==> src/rtl/flash_seq_pkg.sv <==
package flash_seq_pkg;

  typedef enum logic [2:0] {
    ST_IDLE,
    ST_EXEC,
    ST_DELAY,
    ST_BUS,
    ST_RSP
  } seq_state_t;

  typedef enum logic [2:0] {
    K_NONE,
    K_DELAY,
    K_WRITE,
    K_PROG,
    K_READ,
    K_TOKEN
  } cmd_kind_t;

  // Classify the opcode byte; fixed and variable fields share the byte.
  function automatic cmd_kind_t decode_op(input logic [7:0] op);
    cmd_kind_t k;
    casez (op)
      8'b000?_????: k = K_NONE;
      8'b111?_????: k = K_NONE;
      8'b0010_????: k = K_DELAY;
      8'b0110_????: k = K_TOKEN;
      8'b100?_????: k = K_WRITE;
      8'b1011_????: k = K_PROG;
      8'b1101_????: k = K_READ;
      default:      k = K_NONE;
    endcase
    return k;
  endfunction

endpackage

==> src/rtl/flash_tick_timer.sv <==
module flash_tick_timer #(
  parameter int TICK_DIV = 10,
  parameter int TICK_W   = 8,
  localparam int PRE_W   = (TICK_DIV > 1) ? $clog2(TICK_DIV) : 1
) (
  input  logic              clk,
  input  logic              rst,
  input  logic              load,
  input  logic [TICK_W-1:0] ticks,
  output logic              busy
);

  logic [TICK_W-1:0] remain;
  logic [PRE_W-1:0]  pre;

  always_ff @(posedge clk) begin
    if (rst) begin
      remain <= '0;
      pre    <= '0;
    end else if (load) begin
      remain <= ticks;
      pre    <= '0;
    end else if (remain != '0) begin
      if (pre == PRE_W'(TICK_DIV - 1)) begin
        pre    <= '0;
        remain <= remain - 1'b1;
      end else begin
        pre <= pre + 1'b1;
      end
    end
  end

  assign busy = (remain != '0);

endmodule

==> src/rtl/flash_bus_port.sv <==
module flash_bus_port #(
  parameter int ADDR_W = 32,
  parameter int DATA_W = 32,
  parameter int BE_W   = 4
) (
  input  logic              clk,
  input  logic              rst,
  input  logic              start,
  input  logic              we_i,
  input  logic [ADDR_W-1:0] addr_i,
  input  logic [DATA_W-1:0] wdata_i,
  input  logic [BE_W-1:0]   be_i,
  output logic              done,
  output logic [DATA_W-1:0] rdata_q,
  output logic              bus_req,
  output logic              bus_we,
  output logic [ADDR_W-1:0] bus_addr,
  output logic [DATA_W-1:0] bus_wdata,
  output logic [BE_W-1:0]   bus_be,
  input  logic [DATA_W-1:0] bus_rdata,
  input  logic              bus_ack
);

  always_ff @(posedge clk) begin
    if (rst) begin
      bus_req   <= 1'b0;
      bus_we    <= 1'b0;
      bus_addr  <= '0;
      bus_wdata <= '0;
      bus_be    <= '0;
      done      <= 1'b0;
      rdata_q   <= '0;
    end else begin
      done <= 1'b0;
      if (bus_req && bus_ack) begin
        bus_req <= 1'b0;
        done    <= 1'b1;
        rdata_q <= bus_rdata;
      end else if (start && !bus_req) begin
        bus_req   <= 1'b1;
        bus_we    <= we_i;
        bus_addr  <= addr_i;
        bus_wdata <= wdata_i;
        bus_be    <= be_i;
      end
    end
  end

endmodule

==> src/rtl/flash_rsp_tagger.sv <==
module flash_rsp_tagger #(
  parameter int SEQ_W = 3
) (
  input  logic             clk,
  input  logic             rst,
  input  logic             clr,
  input  logic             adv,
  output logic [SEQ_W-1:0] seq
);

  always_ff @(posedge clk) begin
    if (rst || clr) seq <= '0;
    else if (adv)   seq <= seq + 1'b1;
  end

endmodule

==> src/rtl/flash_cmd_seq.sv <==
module flash_cmd_seq
  import flash_seq_pkg::*;
#(
  parameter int CMD_W    = 72,
  parameter int BUS_DW   = 32,
  parameter int BE_W     = 4,
  parameter int SEQ_W    = 3,
  parameter int TICK_DIV = 10,
  parameter int PROG_MAX = 8,
  localparam int FLD_W   = (CMD_W - 8) / 2
) (
  input  logic              clk,
  input  logic              rst,
  input  logic              cmd_valid,
  input  logic [CMD_W-1:0]  cmd_data,
  output logic              cmd_pop,
  input  logic              rsp_full,
  output logic              rsp_push,
  output logic [CMD_W-1:0]  rsp_data,
  input  logic              seq_clr,
  output logic              bus_req,
  output logic              bus_we,
  output logic [FLD_W-1:0]  bus_addr,
  output logic [BUS_DW-1:0] bus_wdata,
  output logic [BE_W-1:0]   bus_be,
  input  logic [BUS_DW-1:0] bus_rdata,
  input  logic              bus_ack
);

  localparam int PAY_W     = CMD_W - 8;
  localparam int RSP_BYTES = PAY_W / 8;
  localparam int PK_W      = $clog2(RSP_BYTES);
  localparam int CNT_W     = 4;

  seq_state_t        st;
  cmd_kind_t         kind;
  logic [CMD_W-1:0]  cmd_r;
  logic [7:0]        op;
  logic [FLD_W-1:0]  f_hi, f_lo;
  logic [FLD_W-1:0]  addr_r, remain, prog_n;
  logic [PAY_W-1:0]  pdata, pk_data, pk_next, rsp_word;
  logic [PK_W-1:0]   pk_cnt;
  logic [CNT_W-1:0]  op_cnt;
  logic [SEQ_W-1:0]  seq;
  logic              rsp_wait;

  logic              bp_start, bp_we, bp_done;
  logic [FLD_W-1:0]  bp_addr;
  logic [BUS_DW-1:0] bp_wdata, bp_rdata;
  logic [BE_W-1:0]   bp_be;
  logic              tm_load, tm_busy;

  assign op     = cmd_r[CMD_W-1 -: 8];
  assign f_hi   = cmd_r[PAY_W-1 -: FLD_W];
  assign f_lo   = cmd_r[FLD_W-1:0];
  assign kind   = decode_op(op);
  assign op_cnt = op[CNT_W-1:0];
  assign prog_n = (int'(op_cnt) > PROG_MAX) ? FLD_W'(PROG_MAX) : FLD_W'(op_cnt);

  // Merge the byte just read into the pack register.
  assign pk_next = pk_data | (PAY_W'(bp_rdata[7:0]) << {pk_cnt, 3'b000});

  assign tm_load  = (st == ST_EXEC) && (kind == K_DELAY) && (f_lo[7:0] != 8'd0);
  assign rsp_wait = (st == ST_RSP);
  assign rsp_push = rsp_wait && !rsp_full;
  assign rsp_data = {1'b1, seq, op[7:4], rsp_word};

  always_ff @(posedge clk) begin
    if (rst) begin
      st       <= ST_IDLE;
      cmd_r    <= '0;
      cmd_pop  <= 1'b0;
      addr_r   <= '0;
      remain   <= '0;
      pdata    <= '0;
      pk_data  <= '0;
      pk_cnt   <= '0;
      rsp_word <= '0;
      bp_start <= 1'b0;
      bp_we    <= 1'b0;
      bp_addr  <= '0;
      bp_wdata <= '0;
      bp_be    <= '0;
    end else begin
      cmd_pop  <= 1'b0;
      bp_start <= 1'b0;
      case (st)
        ST_IDLE: begin
          if (cmd_valid) begin
            cmd_r   <= cmd_data;
            cmd_pop <= 1'b1;
            st      <= ST_EXEC;
          end
        end

        ST_EXEC: begin
          case (kind)
            K_DELAY: st <= tm_load ? ST_DELAY : ST_IDLE;
            K_WRITE: begin
              if (op[4]) addr_r <= f_hi;
              bp_start <= 1'b1;
              bp_we    <= 1'b1;
              bp_addr  <= op[4] ? f_hi : addr_r;
              bp_wdata <= BUS_DW'(f_lo);
              bp_be    <= op[BE_W-1:0];
              st       <= ST_BUS;
            end
            K_PROG: begin
              if (prog_n == '0) begin
                st <= ST_IDLE;
              end else begin
                remain   <= prog_n;
                pdata    <= cmd_r[PAY_W-1:0];
                bp_start <= 1'b1;
                bp_we    <= 1'b1;
                bp_addr  <= addr_r;
                bp_wdata <= BUS_DW'(cmd_r[7:0]);
                bp_be    <= BE_W'(1);
                st       <= ST_BUS;
              end
            end
            K_READ: begin
              addr_r  <= f_hi;
              pk_data <= '0;
              pk_cnt  <= '0;
              if (f_lo == '0) begin
                st <= ST_IDLE;
              end else begin
                remain   <= f_lo;
                bp_start <= 1'b1;
                bp_we    <= 1'b0;
                bp_addr  <= f_hi;
                bp_wdata <= '0;
                bp_be    <= '1;
                st       <= ST_BUS;
              end
            end
            K_TOKEN: begin
              rsp_word <= {addr_r, f_lo};
              st       <= ST_RSP;
            end
            default: st <= ST_IDLE;
          endcase
        end

        ST_DELAY: begin
          if (!tm_busy) st <= ST_IDLE;
        end

        ST_BUS: begin
          if (bp_done) begin
            case (kind)
              K_PROG: begin
                addr_r <= addr_r + 1'b1;
                remain <= remain - 1'b1;
                pdata  <= pdata >> 8;
                if (remain == FLD_W'(1)) begin
                  st <= ST_IDLE;
                end else begin
                  bp_start <= 1'b1;
                  bp_we    <= 1'b1;
                  bp_addr  <= addr_r + 1'b1;
                  bp_wdata <= BUS_DW'(pdata[15:8]);
                  bp_be    <= BE_W'(1);
                end
              end
              K_READ: begin
                addr_r <= addr_r + 1'b1;
                remain <= remain - 1'b1;
                if ((remain == FLD_W'(1)) || (pk_cnt == PK_W'(RSP_BYTES - 1))) begin
                  rsp_word <= pk_next;
                  pk_data  <= '0;
                  pk_cnt   <= '0;
                  st       <= ST_RSP;
                end else begin
                  pk_data  <= pk_next;
                  pk_cnt   <= pk_cnt + 1'b1;
                  bp_start <= 1'b1;
                  bp_we    <= 1'b0;
                  bp_addr  <= addr_r + 1'b1;
                  bp_wdata <= '0;
                  bp_be    <= '1;
                end
              end
              default: st <= ST_IDLE;
            endcase
          end
        end

        ST_RSP: begin
          if (!rsp_full) begin
            if ((kind == K_READ) && (remain != '0)) begin
              bp_start <= 1'b1;
              bp_we    <= 1'b0;
              bp_addr  <= addr_r;
              bp_wdata <= '0;
              bp_be    <= '1;
              st       <= ST_BUS;
            end else begin
              st <= ST_IDLE;
            end
          end
        end

        default: st <= ST_IDLE;
      endcase
    end
  end

  flash_bus_port #(
    .ADDR_W(FLD_W),
    .DATA_W(BUS_DW),
    .BE_W  (BE_W)
  ) bus_port_i (
    .clk      (clk),
    .rst      (rst),
    .start    (bp_start),
    .we_i     (bp_we),
    .addr_i   (bp_addr),
    .wdata_i  (bp_wdata),
    .be_i     (bp_be),
    .done     (bp_done),
    .rdata_q  (bp_rdata),
    .bus_req  (bus_req),
    .bus_we   (bus_we),
    .bus_addr (bus_addr),
    .bus_wdata(bus_wdata),
    .bus_be   (bus_be),
    .bus_rdata(bus_rdata),
    .bus_ack  (bus_ack)
  );

  flash_tick_timer #(
    .TICK_DIV(TICK_DIV),
    .TICK_W  (8)
  ) timer_i (
    .clk  (clk),
    .rst  (rst),
    .load (tm_load),
    .ticks(f_lo[7:0]),
    .busy (tm_busy)
  );

  flash_rsp_tagger #(
    .SEQ_W(SEQ_W)
  ) tagger_i (
    .clk(clk),
    .rst(rst),
    .clr(seq_clr),
    .adv(rsp_push),
    .seq(seq)
  );

endmodule

==> config.mk <==
export PLATFORM = sky130hd
export DESIGN_NAME = flash_cmd_seq
export DESIGN_NICKNAME = d
export VERILOG_FILES = /design/src/rtl/flash_seq_pkg.sv /design/src/rtl/flash_tick_timer.sv /design/src/rtl/flash_bus_port.sv /design/src/rtl/flash_rsp_tagger.sv /design/src/rtl/flash_cmd_seq.sv
export SDC_FILE = /design/constraint.sdc
export NUM_CORES = 1
export LEC_CHECK = 0
export BUFFER_PORTS_ARGS = -buffer_cell sky130_fd_sc_hd__buf_2
export CORE_UTILIZATION = 49
export CTS_CLUSTER_DIAMETER = 80
export CTS_CLUSTER_SIZE = 30
export DETAILED_ROUTE_END_ITERATION = 7
export GPL_ROUTABILITY_DRIVEN = 0
export GPL_TIMING_DRIVEN = 0
export PLACE_DENSITY = 0.67
export SYNTH_ARGS = -nofsm -noshare
export SYNTH_HDL_FRONTEND = slang
export SYNTH_SLANG_ARGS = --single-unit
==> constraint.sdc <==
create_clock -name clk -period 3.5 [get_ports clk]
set_input_delay 0.525 -clock clk [delete_from_list [all_inputs] [get_ports clk]]
set_output_delay 0.525 -clock clk [all_outputs]
set_load 0.01 [all_outputs]
* Yosys cells after proc, flatten, opt, wreduce, memory -nomap -nowiden
Index checks and enable logic that the tools add are counted.
** Word-level totals
- Word-level logic and storage cells :: 211
- Bits of input ports :: 110
- Output and inout port bits :: 144
- Flip-flop bits (word level) :: 499
** Cells by class
- Eq/ne operators :: 40
- Add/sub/neg operators :: 6
- Reduce and logical (&&, ||, !) cells :: 34
- $lt $le $gt $ge :: 1
- Bitwise gates (word level) :: 3
- Shift operators :: 1
- Mux-type cells :: 102
** Operators by type and width (count)
- $mux W64 :: 12
- $mux W32 :: 21
- $pmux W32 S2 :: 6
- $pmux W32 S3 :: 4
- $pmux W64 S2 :: 3
- $logic_not A32 Y1 :: 2
- $or A64 B64 Y64 :: 1
- $shl A8 B6 Y64 :: 1
- $pmux W3 S5 :: 3
- $mux W4 :: 9
- $add A32 B1 Y32 const B :: 1
- $eq A32 B1 Y1 const B :: 1
- $reduce_bool A32 Y1 :: 1
- $sub A32 B1 Y32 const B :: 1
- $mux W3 :: 10
- $mux W8 :: 3
- $pmux W4 S3 :: 2
- $ne A3 B3 Y1 const B :: 6
- $mux W1 :: 16
- $reduce_bool A8 Y1 :: 2
- $eq A3 B3 Y1 const B :: 5
- $ne A2 B2 Y1 const B :: 7
- $eq A3 B2 Y1 const B :: 4
- $eq A4 B4 Y1 const B :: 3
- other kinds (29) :: 63

* Depth between registers and ports, before layout
- Depth after elaboration :: 8
- Gate-level depth with buffers :: 10
- Gate-level depth less buffers :: 8

* Hierarchy
From an unflattened synthesis, not the netlist that was laid out.
** Second synthesis, totals
- Cell total of the unflattened synthesis :: 2945
- Area, all modules :: 23991.8 um2
** Modules (own cells, without submodules)
- flash_cmd_seq :: cells an instance 2382, area an instance 18552.8 um2, times used 1, seq. area each 7947.6 um2
- flash_bus_port :: cells an instance 466, area an instance 4556.9 um2, times used 1, seq. area each 2062.0 um2
- flash_tick_timer :: cells an instance 86, area an instance 750.7 um2, times used 1, seq. area each 240.2 um2
- flash_rsp_tagger :: cells an instance 11, area an instance 131.4 um2, times used 1, seq. area each 60.1 um2

* Least setup slack after synthesis
Ideal clock, no wire load.
- Path kind :: register -> register
- Start :: register remain[0]
- End :: register st[1]
- Buffers on the path :: 1
- Data arrival time :: 2.344 ns
- Stages on the path, launching flop included :: 9
- Path slack :: 1.025 ns
- Period minus slack after synthesis :: 2.475 ns
- Data required time :: 3.369 ns
- Library setup time :: 0.131 ns
- Cells stage by stage :: dfxtp_1 -> inv_1 -> ha_1 -> or3b_2 -> or4_1 -> buf_2 -> or4_1 -> a311oi_1 -> o32ai_1
** On the way
- Word-level cells in the longest chain between the ends :: 5
- Elaborated cells on any way between the ends :: 10
- Classes of those cells :: eq/ne: 3; mux: 3; reduce/logical: 4
** RTL lines
- from (decl) :: RTL line flash_cmd_seq.sv:40 : logic [FLD_W-1:0] addr_r, remain, prog_n;
- from (signal assigned) :: RTL line flash_cmd_seq.sv:112 : remain <= prog_n;
- from (signal assigned) :: RTL line flash_cmd_seq.sv:129 : remain <= f_lo;
- from (signal assigned) :: RTL line flash_cmd_seq.sv:155 : remain <= remain - 1'b1;
- $reduce_bool A32 Y1 :: RTL line flash_cmd_seq.sv:192 : if ((kind == K_READ) && (remain != '0)) begin
- $logic_and A1 B1 Y1 :: RTL line flash_cmd_seq.sv:192
- $mux W2 :: RTL line flash_cmd_seq.sv:192
- $mux W3 :: RTL line flash_cmd_seq.sv:191 : if (!rsp_full) begin
- $pmux W3 S5 :: RTL line flash_cmd_seq.sv:87 : case (st)
- to (signal assigned) :: RTL line flash_cmd_seq.sv:98 : K_DELAY: st <= tm_load ? ST_DELAY : ST_IDLE;
- to (decl) :: RTL line flash_cmd_seq.sv:35 : seq_state_t st;
Several ways; a longest one is shown, not always the timed one. The select of a mux whose other input is x is not followed.
A chain may end at the register's enable or synchronous reset.

* Final worst setup path
- Start :: register st[2]
- End :: register pdata[50]
** On the way
- Word-level cells in the longest chain between the ends :: 3
- Elaborated cells on any way between the ends :: 9
- Classes of those cells :: eq/ne: 6; mux: 1; reduce/logical: 2
** RTL lines
- $eq A3 B2 Y1 / $eq A3 B1 Y1 (equally long branches) :: RTL line flash_cmd_seq.sv:87
- $ne A2 B1 Y1 (no source line) (tied with other cells)
- $reduce_and A5 Y1 (no source line)
- to (signal assigned) :: RTL line flash_cmd_seq.sv:113 : pdata <= cmd_r[PAY_W-1:0];
- to (signal assigned) :: RTL line flash_cmd_seq.sv:156 : pdata <= pdata >> 8;
- to (decl) :: RTL line flash_cmd_seq.sv:41 : logic [PAY_W-1:0] pdata, pk_data, pk_next, rsp_word;
Several ways; a longest one is shown, not always the timed one.

==> impl_metrics.py <==
metrics = {
    "clock_tree": {
        "clk_pin_slew_ns": 0.11,
        "cts-htree-levels": 1,
        "cts_buffers": 27,
        "clkLatencyLatePin_ns": 0.61,
        "clock_sinks": 491,
        "root_buffer": "clkbuf_16",
        "cts_tree": "yes",
        "clk_path_buf_depth": 3,
    },
    "worst_setup_path": {
        "r2r_slack_ns": 0.03,
        "criticalPathCategory": "flop to flop",
        "end_kind": "flop",
        "r2r-start": "st[2]",
        "worstSetupStartpointType": "flop",
        "startpoint": "st[2]",
        "cp_max_fo": 10,
        "critical_path_required_ns": 4.00,
        "worst_ep_arrival_time_ns": 3.97,
    },
    "outcome": {
        "violations": "DRC",
        "outcome": "finished with violations",
    },
    "synthesis": {
        "yosys_warnings": 0,
        "synth_seq_cells": 491,
        "syn_inst": 2771,
        "async_flop_share_pct": 0,
        "synth_ff_type": "dfxtp_1",
        "synth_nets": 2888,
        "synth-edff-count": 0,
        "netlist_area_sq_um": 21600,
        "syn_avg_cell_area_sq_um": 7.81,
        "synth_seq_area_share_pct": 45.4,
        "yosysUniqueCellTypes": 75,
    },
    "worst_hold_path": {
        "hp-start": "seq_clr",
        "hold_class": "input pin to flop",
    },
    "global_route": {
        "grt_pass1_wl_um": 127000,
        "grt_overflow": 0,
        "antenna_found_initial": 0,
        "grt_max_degree": 31,
        "grt.total_usage_pct": 37.5,
        "grt_pass1_vias": 20600,
    },
    "route": {
        "vias_per_cell": 6.30,
        "finalWirelength_um": 86300,
        "drc_errors": 1,
        "wire_per_inst_um": 23.8,
        "ant_nets": 0,
        "dr_total_vias": 22900,
        "first_pass_iters": 8,
        "initialDrtViolationCount": 3802,
    },
    "floorplanning": {
        "fp-row-count": 76,
        "fp.dieH_um": 212,
        "die_w_um": 212,
        "core_sq_um": 43400,
        "dieArea_sq_um": 45000,
        "io_pins": 254,
        "start_util_pct": 49.9,
    },
    "cells_and_area": {
        "nFillCells": 4204,
        "area_growth_pct": 13.2,
        "nNetsFinal": 3145,
        "fin_cells": 3632,
        "drive_gt1_share_pct": 11.1,
        "diodes": 0,
        "fin_util_pct": 56.5,
        "layout_commonest_cell": "nand2_1",
        "most-common-layout-cells": "nand2_1, dfxtp_1, a21oi_1",
    },
    "placement": {
        "post-dp-hpwl_um": 64900,
        "post-place-cells": 3584,
        "portBuffers": 228,
    },
    "sta": {
        "layout_min_cycle_time_ns": 3.47,
        "maxSlewViolCount": 0,
        "setup_viol": 0,
        "tns_ns": 0,
        "max_freq_mhz": 288,
        "grt_setup_unrepaired": "no",
        "slew_headroom_pct": 19.7,
        "hold_viol_final": 0,
        "fin_crit_sh_pct": 99.0,
        "tightest_slew_ns": 1.20,
        "finalClockSkew_ns": 0.0257,
    },
    "run": {
        "cap_violations": 0,
    },
    "pwr": {
        "peakVddDrop_mv": 0.374,
        "p_leak_uw": 0.00832,
        "p_per_area_nw_per_um2": 423,
    },
}
power breakdown:
| group | switching [uW] | leakage, uW | total (uW) | internal (uW) |
|---|---|---|---|---|
| Combinational | 477 | 0.00388 | 666 | 189 |
| Sequential | 137 | 0.00397 | 5800 | 5660 |
| Clock | 2230 | 0.000478 | 3890 | 1670 |
| Total | 2840 | 0.00832 | 10400 | 7510 |
critical path: stages, from the launching register on:
cell      delay, ns
dfxtp_1        0.34
clkbuf_1       0.31
nand3b_1       0.45
clkbuf_1       0.41
clkbuf_1       0.73
clkbuf_1       0.67
nand2_1        0.13
a311oi_1       0.32
Yosys cell counts, drive strengths merged (4+ instances only):
cell / count / area (sq um)
a211oi: 44 / 330
a21o: 10 / 75.1
a21oi: 403 / 2020
a221oi: 8 / 70.1
a222oi: 13 / 130
a22o: 4 / 35.0
a22oi: 19 / 143
a311oi: 65 / 569
a31o: 10 / 87.6
a31oi: 10 / 62.6
a32o: 6 / 60.1
and2: 11 / 68.8
and3: 12 / 75.1
and4: 7 / 61.3
buf: 44 / 230
clkbuf: 209 / 785
dfxtp: 491 / 9830
ha: 7 / 87.6
inv: 18 / 67.6
mux2i: 7 / 70.1
nand2: 662 / 2480
nand2b: 5 / 31.3
nand3: 32 / 160
nand3b: 5 / 37.5
nand4: 42 / 263
nand4b: 5 / 43.8
nor2: 158 / 593
nor2b: 9 / 56.3
nor3: 43 / 220
nor3b: 13 / 97.6
nor4: 37 / 246
o211ai: 39 / 298
o21ai: 130 / 651
o22ai: 9 / 56.3
o2bb2ai: 65 / 569
o31ai: 6 / 45.0
o32ai: 4 / 35.0
or2: 4 / 25.0
or3: 19 / 119
or3b: 5 / 43.8
or4: 13 / 105
xnor2: 16 / 140
xor2: 16 / 140
cell families after synthesis:
kind of cell,count (synthesis),share of synthesized area [%]
AND/OR/NAND/NOR,1088,22.1
buffers and inverters,271,5.00
multiplexers,10,0.480
adder cells (fa/ha/maj),7,0.405
flip-flops,491,45.4
AO/OA/AOI/OAI,871,25.3
XOR/XNOR,32,1.29
other,1,0.0173
metal layers:
| metal | part of all wire (%) | up-vias | global-route usage [%] |
|---|---|---|---|
| li1 | - | 10400 | - |
| met1 | 41 | 10600 | 51.4 |
| met2 | 41 | 1564 | 55.0 |
| met3 | 14 | 301 | 9.54 |
| met4 | 5.2 | 0 | 17.2 |
| met5 | 0 | - | 0 |
per-stage QoR:
step | setup WS (ns) | hold slack [ns] | cell area [sq um] | power (uW)
final | 0.0336 | 0.108 | 24500 | 10400
after global routing | 0.0616 | 0.113 | 24500 | 10600
after CTS | 0.109 | 0.0981 | 24500 | 10300
after detailed placement | 0.134 | 0.442 | 23500 | 6550
after global placement | 0.172 | 0.438 | 23500 | 6530
after floorplan | 1.03 | 0.427 | 21600 | 6220
sequential cells by signal, indices dropped and copies added (netlist names), 3 cells and up:
signal                flops
addr_r                   32
bp_addr                  32
bp_be                     4
bp_wdata                 32
bus_port_i.bus_addr      32
bus_port_i.bus_be         4
bus_port_i.bus_wdata     32
bus_port_i.rdata_q        8
cmd_r                    72
pdata                    56
pk_cnt                    3
pk_data                  64
remain                   32
rsp_word                 64
st                        3
tagger_i.seq              3
timer_i.pre               4
timer_i.remain            8
layout make-up:
class                      instances  area (sq um)  share of cell area (%)
clock inverter                    20           285                    1.16
tap                              585           732                    2.99
multi-input combinational       2009         10700                    43.8
clock buffer                      28           689                    2.81
buffer                           253          1010                    4.14
sequential                       491          9830                    40.1
timing repair buffer             228          1140                    4.66
inverter                          18          67.6                   0.276
path summary, 6_finish.rpt:
path / cells past startpoint / to
setup / recovery: 7 / pdata[50]
hold / removal: 2 / tagger_i.seq[2]
setup reg to reg: 7 / pdata[50]
hold reg to reg: 2 / bp_wdata[20]
repair_timing:
action                     4_1_cts  5_1_grt
hold buffers                     0        0
buffers inserted                 0        0
setup endpoints to repair        0       64
gates resized for setup          0        2
Power figures use the tool's default switching activity.
